[src/rtl/prd_pkg.sv]
package prd_pkg;

    typedef enum logic [1:0] {
        DIV_STOP = 2'd0,
        DIV_RUN  = 2'd1,
        DIV_HOLD = 2'd2
    } div_mode_e;

    // Control encodings: run on 010, hold cleared on 11x.
    localparam logic [2:0] CTL_RUN_CODE = 3'b010;
    localparam logic [1:0] CTL_HOLD_TOP = 2'b11;

endpackage

[src/rtl/prd_ctl_decode.sv]
module prd_ctl_decode
    import prd_pkg::*;
(
    input  logic [2:0] div_ctl,
    output div_mode_e  mode
);

    always_comb begin
        if (div_ctl[2:1] == CTL_HOLD_TOP) begin
            mode = DIV_HOLD;
        end else if (div_ctl == CTL_RUN_CODE) begin
            mode = DIV_RUN;
        end else begin
            mode = DIV_STOP;
        end
    end

endmodule

[src/rtl/prd_rate_decode.sv]
module prd_rate_decode #(
    parameter int SEL_W    = 4,
    parameter int CNT_W    = 15,
    parameter int LOW_TAP  = 6,
    parameter int FAST_OFS = 2
) (
    input  logic [SEL_W-1:0] rate_sel,
    output logic [CNT_W-1:0] tap_mask
);

    // Codes 1..LOW_CODES pick slow taps; higher codes walk the chain upward.
    localparam int LOW_CODES = 2;

    for (genvar k = 0; k < CNT_W; k++) begin : g_tap
        localparam int KI = k;
        logic hit_fast;
        logic hit_low;
        assign hit_fast = (int'(rate_sel) > LOW_CODES) &&
                          (int'(rate_sel) == KI + FAST_OFS);
        assign hit_low  = (int'(rate_sel) >= 1) &&
                          (int'(rate_sel) <= LOW_CODES) &&
                          (KI == LOW_TAP + int'(rate_sel) - 1);
        assign tap_mask[k] = hit_fast || hit_low;
    end

endmodule

[src/rtl/prd_chain.sv]
module prd_chain
    import prd_pkg::*;
#(
    parameter int CNT_W = 15
) (
    input  logic             clk,
    input  logic             rst_n,
    input  logic             tick_en,
    input  div_mode_e        mode,
    output logic [CNT_W-1:0] rise
);

    typedef struct packed {
        logic [CNT_W-1:0] cnt;
    } chain_s;

    chain_s st_d;
    chain_s st_q;

    always_comb begin
        st_d = st_q;
        rise = '0;
        case (mode)
            DIV_HOLD: st_d.cnt = '0;
            DIV_RUN: begin
                if (tick_en) begin
                    st_d.cnt = st_q.cnt + CNT_W'(1);
                    rise     = st_d.cnt & ~st_q.cnt;
                end
            end
            default: ;
        endcase
    end

    always_ff @(posedge clk or negedge rst_n) begin
        if (!rst_n) begin
            st_q <= '0;
        end else begin
            st_q <= st_d;
        end
    end

endmodule

[src/rtl/periodic_rate_div.sv]
module periodic_rate_div
    import prd_pkg::*;
#(
    parameter int CNT_W    = 15,
    parameter int SEL_W    = 4,
    parameter int LOW_TAP  = 6,
    parameter int FAST_OFS = 2
) (
    input  logic             clk,
    input  logic             rst_n,
    input  logic             tb_en,
    input  logic [SEL_W-1:0] rate_sel,
    input  logic [2:0]       div_ctl,
    output logic             per_evt,
    output logic             sec_tick
);

    localparam int SEC_BIT = CNT_W - 1;

    typedef struct packed {
        logic per_evt;
        logic sec_tick;
    } out_s;

    div_mode_e        mode;
    logic [CNT_W-1:0] tap_mask;
    logic [CNT_W-1:0] rise;
    out_s             out_d;
    out_s             out_q;

    prd_ctl_decode u_ctl (
        .div_ctl (div_ctl),
        .mode    (mode)
    );

    prd_rate_decode #(
        .SEL_W    (SEL_W),
        .CNT_W    (CNT_W),
        .LOW_TAP  (LOW_TAP),
        .FAST_OFS (FAST_OFS)
    ) u_rate (
        .rate_sel (rate_sel),
        .tap_mask (tap_mask)
    );

    prd_chain #(
        .CNT_W (CNT_W)
    ) u_chain (
        .clk     (clk),
        .rst_n   (rst_n),
        .tick_en (tb_en),
        .mode    (mode),
        .rise    (rise)
    );

    always_comb begin
        out_d          = out_q;
        out_d.per_evt  = |(rise & tap_mask);
        out_d.sec_tick = rise[SEC_BIT];
    end

    always_ff @(posedge clk or negedge rst_n) begin
        if (!rst_n) begin
            out_q <= '0;
        end else begin
            out_q <= out_d;
        end
    end

    assign per_evt  = out_q.per_evt;
    assign sec_tick = out_q.sec_tick;

endmodule

[config.mk]
export PLATFORM = sky130hd
export DESIGN_NAME = periodic_rate_div
export DESIGN_NICKNAME = d
export VERILOG_FILES = /design/src/rtl/prd_pkg.sv /design/src/rtl/prd_ctl_decode.sv /design/src/rtl/prd_rate_decode.sv /design/src/rtl/prd_chain.sv /design/src/rtl/periodic_rate_div.sv
export SDC_FILE = /design/constraint.sdc
export NUM_CORES = 1
export LEC_CHECK = 0
export ABC_CLOCK_PERIOD_IN_PS = 2850
export CAP_MARGIN = 30
export CORE_ASPECT_RATIO = 1.4
export CORE_UTILIZATION = 60
export DETAILED_ROUTE_END_ITERATION = 12
export PLACE_DENSITY = 0.82
export SLEW_MARGIN = 15
export SYNTH_ARGS = -nofsm -noshare
export SYNTH_HDL_FRONTEND = slang
export SYNTH_HIERARCHICAL = 1
export SYNTH_SLANG_ARGS = --single-unit
[constraint.sdc]
create_clock -name clk -period 2.85 [get_ports clk]
set_clock_uncertainty 0.1 [all_clocks]
set_input_delay 0.285 -clock clk [delete_from_list [all_inputs] [get_ports clk]]
set_output_delay 0.285 -clock clk [all_outputs]
set_load 0.02 [all_outputs]
==> results of run 1 <==
==> cells in the mapped netlist, types with 3 or more instances <==
cell type	instances	share of area
nor2_1	15	0.037
ha_1	18	0.15
dfrtp_1	17	0.28
inv_1	16	0.039
xor2_1	3	0.017
o21ai_1	15	0.049
buf_2	4	0.013
nand3_1	16	0.052
nand2_1	9	0.022
nand2b_1	5	0.020
and2_1	15	0.061
nand4_1	3	0.012
a22oi_1	4	0.020
==> registers in the layout, indices dropped and copies added (netlist names) <==
signal and cells:
u_chain/st_q 15, per_evt 1, sec_tick 1
==> final cells by class <==
class,instances,area share
flip-flops and latches,17,0.241
well taps,34,0.0241
inverters,17,0.0362
repair buffers,23,0.113
clock buffers,4,0.0149
multi-input cells,140,0.570
==> path summary, 6_finish.rpt <==
check / slack, ns / end / start / cells past startpoint
worst max-delay path: 0.11 / per_evt$_DFF_PN0_ / rate_sel[2] / 14
worst min-delay path: 0.33 / per_evt$_DFF_PN0_ / rst_n / 1
worst max register to register: 0.67 / per_evt$_DFF_PN0_ / u_chain/st_q[0]$_DFFE_PN0P_ / 8
worst min register to register: 0.45 / u_chain/st_q[14]$_DFFE_PN0P_ / u_chain/st_q[14]$_DFFE_PN0P_ / 2
max in group asynchronous: 1.83 / u_chain/st_q[10]$_DFFE_PN0P_ / rst_n / 1
min in group clk: 0.45 / u_chain/st_q[14]$_DFFE_PN0P_ / u_chain/st_q[14]$_DFFE_PN0P_ / 2
==> cell families after synthesis <==
family,share of synthesized area
flops,0.279
fa+ha+maj,0.148
buf+inv,0.0721
simple gates,0.350
xor+xnor,0.0172
compound gates,0.132
other cells,0.00246
==> worst reg2reg max path: stages, from the launching register on <==
cell and delay [ns]:
dfrtp_1 0.50, ha_1 0.31, nand2_4 0.13, inv_2 0.04, ha_1 0.16, and2_1 0.13
a22o_1 0.21, a221oi_1 0.33, nand4_1 0.13
==> cells in the final DEF, fill, tap and decap left out, drive strengths merged, types with 2 or more instances in the layout <==
cell type / n
nor2: 15
buf: 12
nor3: 4
inv: 17
nand2: 10
clkbuf: 4
o21ai: 17
nor2b: 2
o22ai: 2
ha: 18
nor4: 4
nand2b: 5
a22oi: 4
xor2: 3
nand3: 17
and2: 15
and3: 4
dfrtp: 17
nand4: 3
clkdlybuf4s50: 11
==> metrics by stage <==
step | setup TNS [ns] | cell area (sq um)
2_1_floorplan | 0 | 1530
3_3_place_gp | -0.149 | 1720
3_5_place_dp | -0.235 | 1720
4_1_cts | 0 | 1750
5_1_grt | 0 | 1760
6_report | 0 | 1760
==> power groups by stage <==
stage               sequential [mW]  clock (mW)  combinational (mW)
finish                        0.249       0.135              0.0985
global route                  0.249       0.149               0.109
CTS                           0.248       0.139              0.0950
detailed placement            0.253           0              0.0941
global placement              0.253           0              0.0927
floorplan                     0.252           0              0.0512
==> per-layer routing <==
| layer | wire [um] | track usage | vias up | share of wire |
|---|---|---|---|---|
| met3 | 103 | 0.0440 | 12 | 0.029 |
| li1 | - | - | 679 | - |
| met5 | 0 | 0 | - | 0 |
| met2 | 2020 | 0.580 | 38 | 0.57 |
| met1 | 1300 | 0.297 | 689 | 0.37 |
| met4 | 102 | 0.139 | 0 | 0.029 |
==> timing repair <==
action                                  in CTS  in global routing
endpoints found under the setup margin       0                  1
buffers inserted                             0                  0
resized for setup                            0                  3
==> results.json, run 1 <==
{
  "diodes": 0,
  "die_w_um": 44.6,
  "syn_area_sq_um": 1530,
  "io_buffers": 11,
  "ios": 12,
  "worstSetupPathType": "in -> reg",
  "synth_edf_count": 0,
  "vias_per_cell": 6.03,
  "clk_pin_slew_ns": 0.10,
  "cts_made_buffers": 3,
  "finalNetCount": 230,
  "clockRootBuffer": "clkbuf_4",
  "dieHeight_um": 61.7,
  "register_area_sq_um": 425,
  "route.detailed.drc": 0,
  "clockPowerShare": 0.280,
  "antenna_found_initial": 0,
  "cp_common_cell": "ha_1",
  "postCtsHoldBufs": 0,
  "crit_arrival_ns": 2.88,
  "max_stage_delay_ns": 0.49,
  "postRouteAntennaNets": 0,
  "grt_max_degree": 20,
  "p_sw_frac": 0.290,
  "place_ws_ns": -0.235,
  "clk_latency_ns": 0.30,
  "htree_levels": 1,
  "drive_gt1_frac": 0.164,
  "finalCriticalPeriod_ns": 2.74,
  "ys_ff_latch": 17,
  "fin_hold_ws_ns": 0.334,
  "cp.required_ns": 2.99,
  "setup_viol": 0,
  "synth_seq_area_share": 0.279,
  "dp_hpwl_um": 2770,
  "ys.flop_type": "dfrtp_1",
  "path_buf_inv": 2,
  "seq_power_share": 0.516,
  "dieArea_sq_um": 2750,
  "hold_viol": 0,
  "power_density_nw_per_um2": 273,
  "grt.overflow.total": 0,
  "async_reset_ff_frac": 1.00,
  "crit_path_end_kind": "register",
  "multi_input_area_sq_um": 1010,
  "fin_crit_sh": 0.962,
  "p_sw_mw": 0.140,
  "cp_max_fo": 3,
  "core_sq_um": 2390,
  "grt_pass1_wl_um": 5820,
  "gp_congestion": 0.911,
  "power_frac_comb": 0.204,
  "leakage_nw": 0.740,
  "critical_path.top_delay_family": "simple AND/OR/NAND/NOR gates",
  "cpMaxStageDelayCell": "clkdlybuf4s50_1",
  "max_freq_mhz": 365,
  "drtIter0Drc": 49,
  "clkSinkCount": 17,
  "drv_cap": 0,
  "crit_chain": "clkdlybuf4s50_1 -> inv_1 -> ha_1 -> xor2_1 -> nand2_1 -> nor2_1 -> ha_1 -> or4b_4 -> a211oi_2 -> nand2_2 -> o22ai_2 -> a22oi_1 -> and3_1 -> nand4_1",
  "syn_nets": 211,
  "fillers": 185,
  "cellInternalPower_mw": 0.342,
  "slew_violations": 0,
  "fin_ws_ns": 0.109,
  "netlist_instances": 183,
  "wire_per_inst_um": 15.0,
  "status": "completed",
  "critPathLaunchType": "input pin",
  "power.total_mw": 0.482,
  "tightest_slew_ns": 0.787,
  "initial_core_util": 0.638,
  "track_usage": 0.295,
  "placed_cells": 231,
  "syn_area_per_cell_sq_um": 8.34,
  "min_path_type": "in -> async",
  "area_growth_pct": 15.6,
  "ir_drop_mv": 0.258,
  "synth.distinct_cells": 46,
  "grt_setup_unrepaired": "no",
  "drt_wl_total_um": 3520,
  "slew_headroom": 0.474,
  "routed-via-count": 1418,
  "num_rows": 21,
  "finalNonFillerCells": 235,
  "cts.path.max_buffers": 2,
  "post-route-util": 0.738,
  "dr.pass1.iters": 4,
  "cts_tree": "built",
  "ys_warn_count": 6,
  "grt_pass1_vias": 1339
}
Note: power is estimated with default switching activity, not from simulation.
==> run 2: changes to the inputs <==
- CORE_UTILIZATION: 60 -> 55
- PLACE_DENSITY: 0.82 -> 0.76
==> results.json, run 2 (synthesis results as in run 1) <==
{
  "status": "completed",
  "clockPowerShare": 0.263,
  "use_met3": 0.0311,
  "slew_headroom": 0.480,
  "grt_max_degree": 32,
  "grt_pass1_wl_um": 5880,
  "min_path_type": "in -> async",
  "dieHeight_um": 64.3,
  "ios": 12,
  "cts_setup_buffers": 0,
  "drv_cap": 0,
  "globalRouteMet1Util": 0.299,
  "diodes": 0,
  "cp.required_ns": 2.97,
  "cts_made_buffers": 3,
  "final_cell_mix": "dfrtp_1, ha_1, inv_1, nand3_1",
  "dp_hpwl_um": 2720,
  "htree_levels": 1,
  "finalNonFillerCells": 238,
  "critPathLaunchType": "input pin",
  "register_area_sq_um": 425,
  "worstSetupPathType": "in -> reg",
  "regMostFlops": "u_chain/st_q",
  "postCtsHoldBufs": 0,
  "power_frac_comb": 0.217,
  "placed_cells": 234,
  "seq_power_share": 0.521,
  "endpoint": "per_evt$_DFF_PN0_",
  "gp_congestion": 0.846,
  "drt_wl_total_um": 3450,
  "num_rows": 22,
  "cts.repair.resized": 0,
  "drive_gt1_frac": 0.183,
  "vias_per_cell": 5.81,
  "finalCriticalPeriod_ns": 2.71,
  "leakage_nw": 0.748,
  "setup_viol": 0,
  "ir_drop_mv": 0.241,
  "crit_arrival_ns": 2.83,
  "tightest_slew_ns": 0.778,
  "place_ws_ns": -0.185,
  "route.detailed.drc": 0,
  "antenna_found_initial": 0,
  "ff2ff_path_depth": 8,
  "fin_hold_ws_ns": 0.348,
  "track_usage": 0.263,
  "io_buffers": 11,
  "grt_pass1_vias": 1417,
  "routed-via-count": 1383,
  "fillers": 211,
  "clk_latency_ns": 0.28,
  "grt_setup_unrepaired": "no",
  "fin_crit_sh": 0.950,
  "multi_input_area_sq_um": 1020,
  "dr.pass1.iters": 4,
  "r2r-start": "u_chain/st_q[0]$_DFFE_PN0P_",
  "reg2reg_slack_ns": 0.82,
  "clockRootBuffer": "clkbuf_4",
  "cellInternalPower_mw": 0.342,
  "die_w_um": 46.5,
  "max_freq_mhz": 369,
  "p_sw_frac": 0.282,
  "drtIter0Drc": 25,
  "slew_violations": 0,
  "cts.path.max_buffers": 2,
  "hold_viol": 0,
  "core_sq_um": 2620,
  "grtUsageMet2": 0.472,
  "area_growth_pct": 17.0,
  "dieArea_sq_um": 2990,
  "clkSinkCount": 17,
  "power_density_nw_per_um2": 266,
  "cp_max_fo": 3,
  "cts_tree": "built",
  "largest_register_ffs": 15,
  "r2r_end": "per_evt$_DFF_PN0_",
  "startpoint": "rate_sel[1]",
  "clk_pin_slew_ns": 0.09,
  "fin_ws_ns": 0.143,
  "initial_core_util": 0.584,
  "crit_path_end_kind": "register",
  "p_sw_mw": 0.134,
  "finalNetCount": 231,
  "postRouteAntennaNets": 0,
  "wire_per_inst_um": 14.5,
  "grt.overflow.total": 0,
  "grt_busiest_layer": "met2"
}
## run 2: final cells by class
class / count / area share
Tap cell: 36 / 0.0252
Sequential cell: 17 / 0.238
Multi-Input combinational cell: 140 / 0.569
Timing Repair Buffer: 24 / 0.116
Inverter: 17 / 0.0357
Clock buffer: 3 / 0.0126
Clock inverter: 1 / 0.00280
## run 2: worst min-delay path by stage
| stage | to | slack, ns | start | cells after the start |
|---|---|---|---|---|
| 6_report | sec_tick$_DFF_PN0_ | 0.35 | rst_n | 1 |
| 5_1_grt | sec_tick$_DFF_PN0_ | 0.40 | rst_n | 1 |
| 4_1_cts | sec_tick$_DFF_PN0_ | 0.37 | rst_n | 1 |
| 3_5_place_dp | u_chain/st_q[14]$_DFFE_PN0P_ | 0.42 | u_chain/st_q[14]$_DFFE_PN0P_ | 2 |
| 3_3_place_gp | u_chain/st_q[13]$_DFFE_PN0P_ | 0.39 | u_chain/st_q[13]$_DFFE_PN0P_ | 2 |
| 2_1_floorplan | per_evt$_DFF_PN0_ | -0.11 | rst_n | 0 |
## run 2: power by group through the flow
stage / sequential, mW / combinational (mW) / clock, mW
floorplan: 0.252 / 0.0512 / 0
global placement: 0.253 / 0.0937 / 0
detailed placement: 0.253 / 0.0970 / 0
CTS: 0.248 / 0.0976 / 0.135
global route: 0.249 / 0.112 / 0.143
finish: 0.248 / 0.103 / 0.125
## run 2: through the flow
step / power (mW) / utilization / setup TNS [ns] / instance area (sq um)
after CTS: 0.481 / 0.673 / 0 / 1760
after detailed placement: 0.350 / 0.663 / -0.185 / 1730
after global routing: 0.504 / 0.683 / 0 / 1790
after floorplan: 0.303 / - / 0 / 1530
final: 0.476 / 0.683 / 0 / 1790
after global placement: 0.346 / 0.663 / -0.149 / 1730
## run 2: per-layer routing
metal  wire, um  part of all wire
met4         66             0.019
met1       1380              0.40
met3        124             0.036
met2       1880              0.54
met5          0                 0
## run 2: critical path, cell delays in order
cell and delay, ns:
clkdlybuf4s50_1 0.48, inv_1 0.06, ha_2 0.19, xor2_1 0.15
nand2_1 0.08, nor2_1 0.04, ha_1 0.29, or4b_4 0.49
a211oi_2 0.17, nand2_2 0.12, o22ai_2 0.11, a22oi_1 0.10
and3_1 0.19, nand4_1 0.08
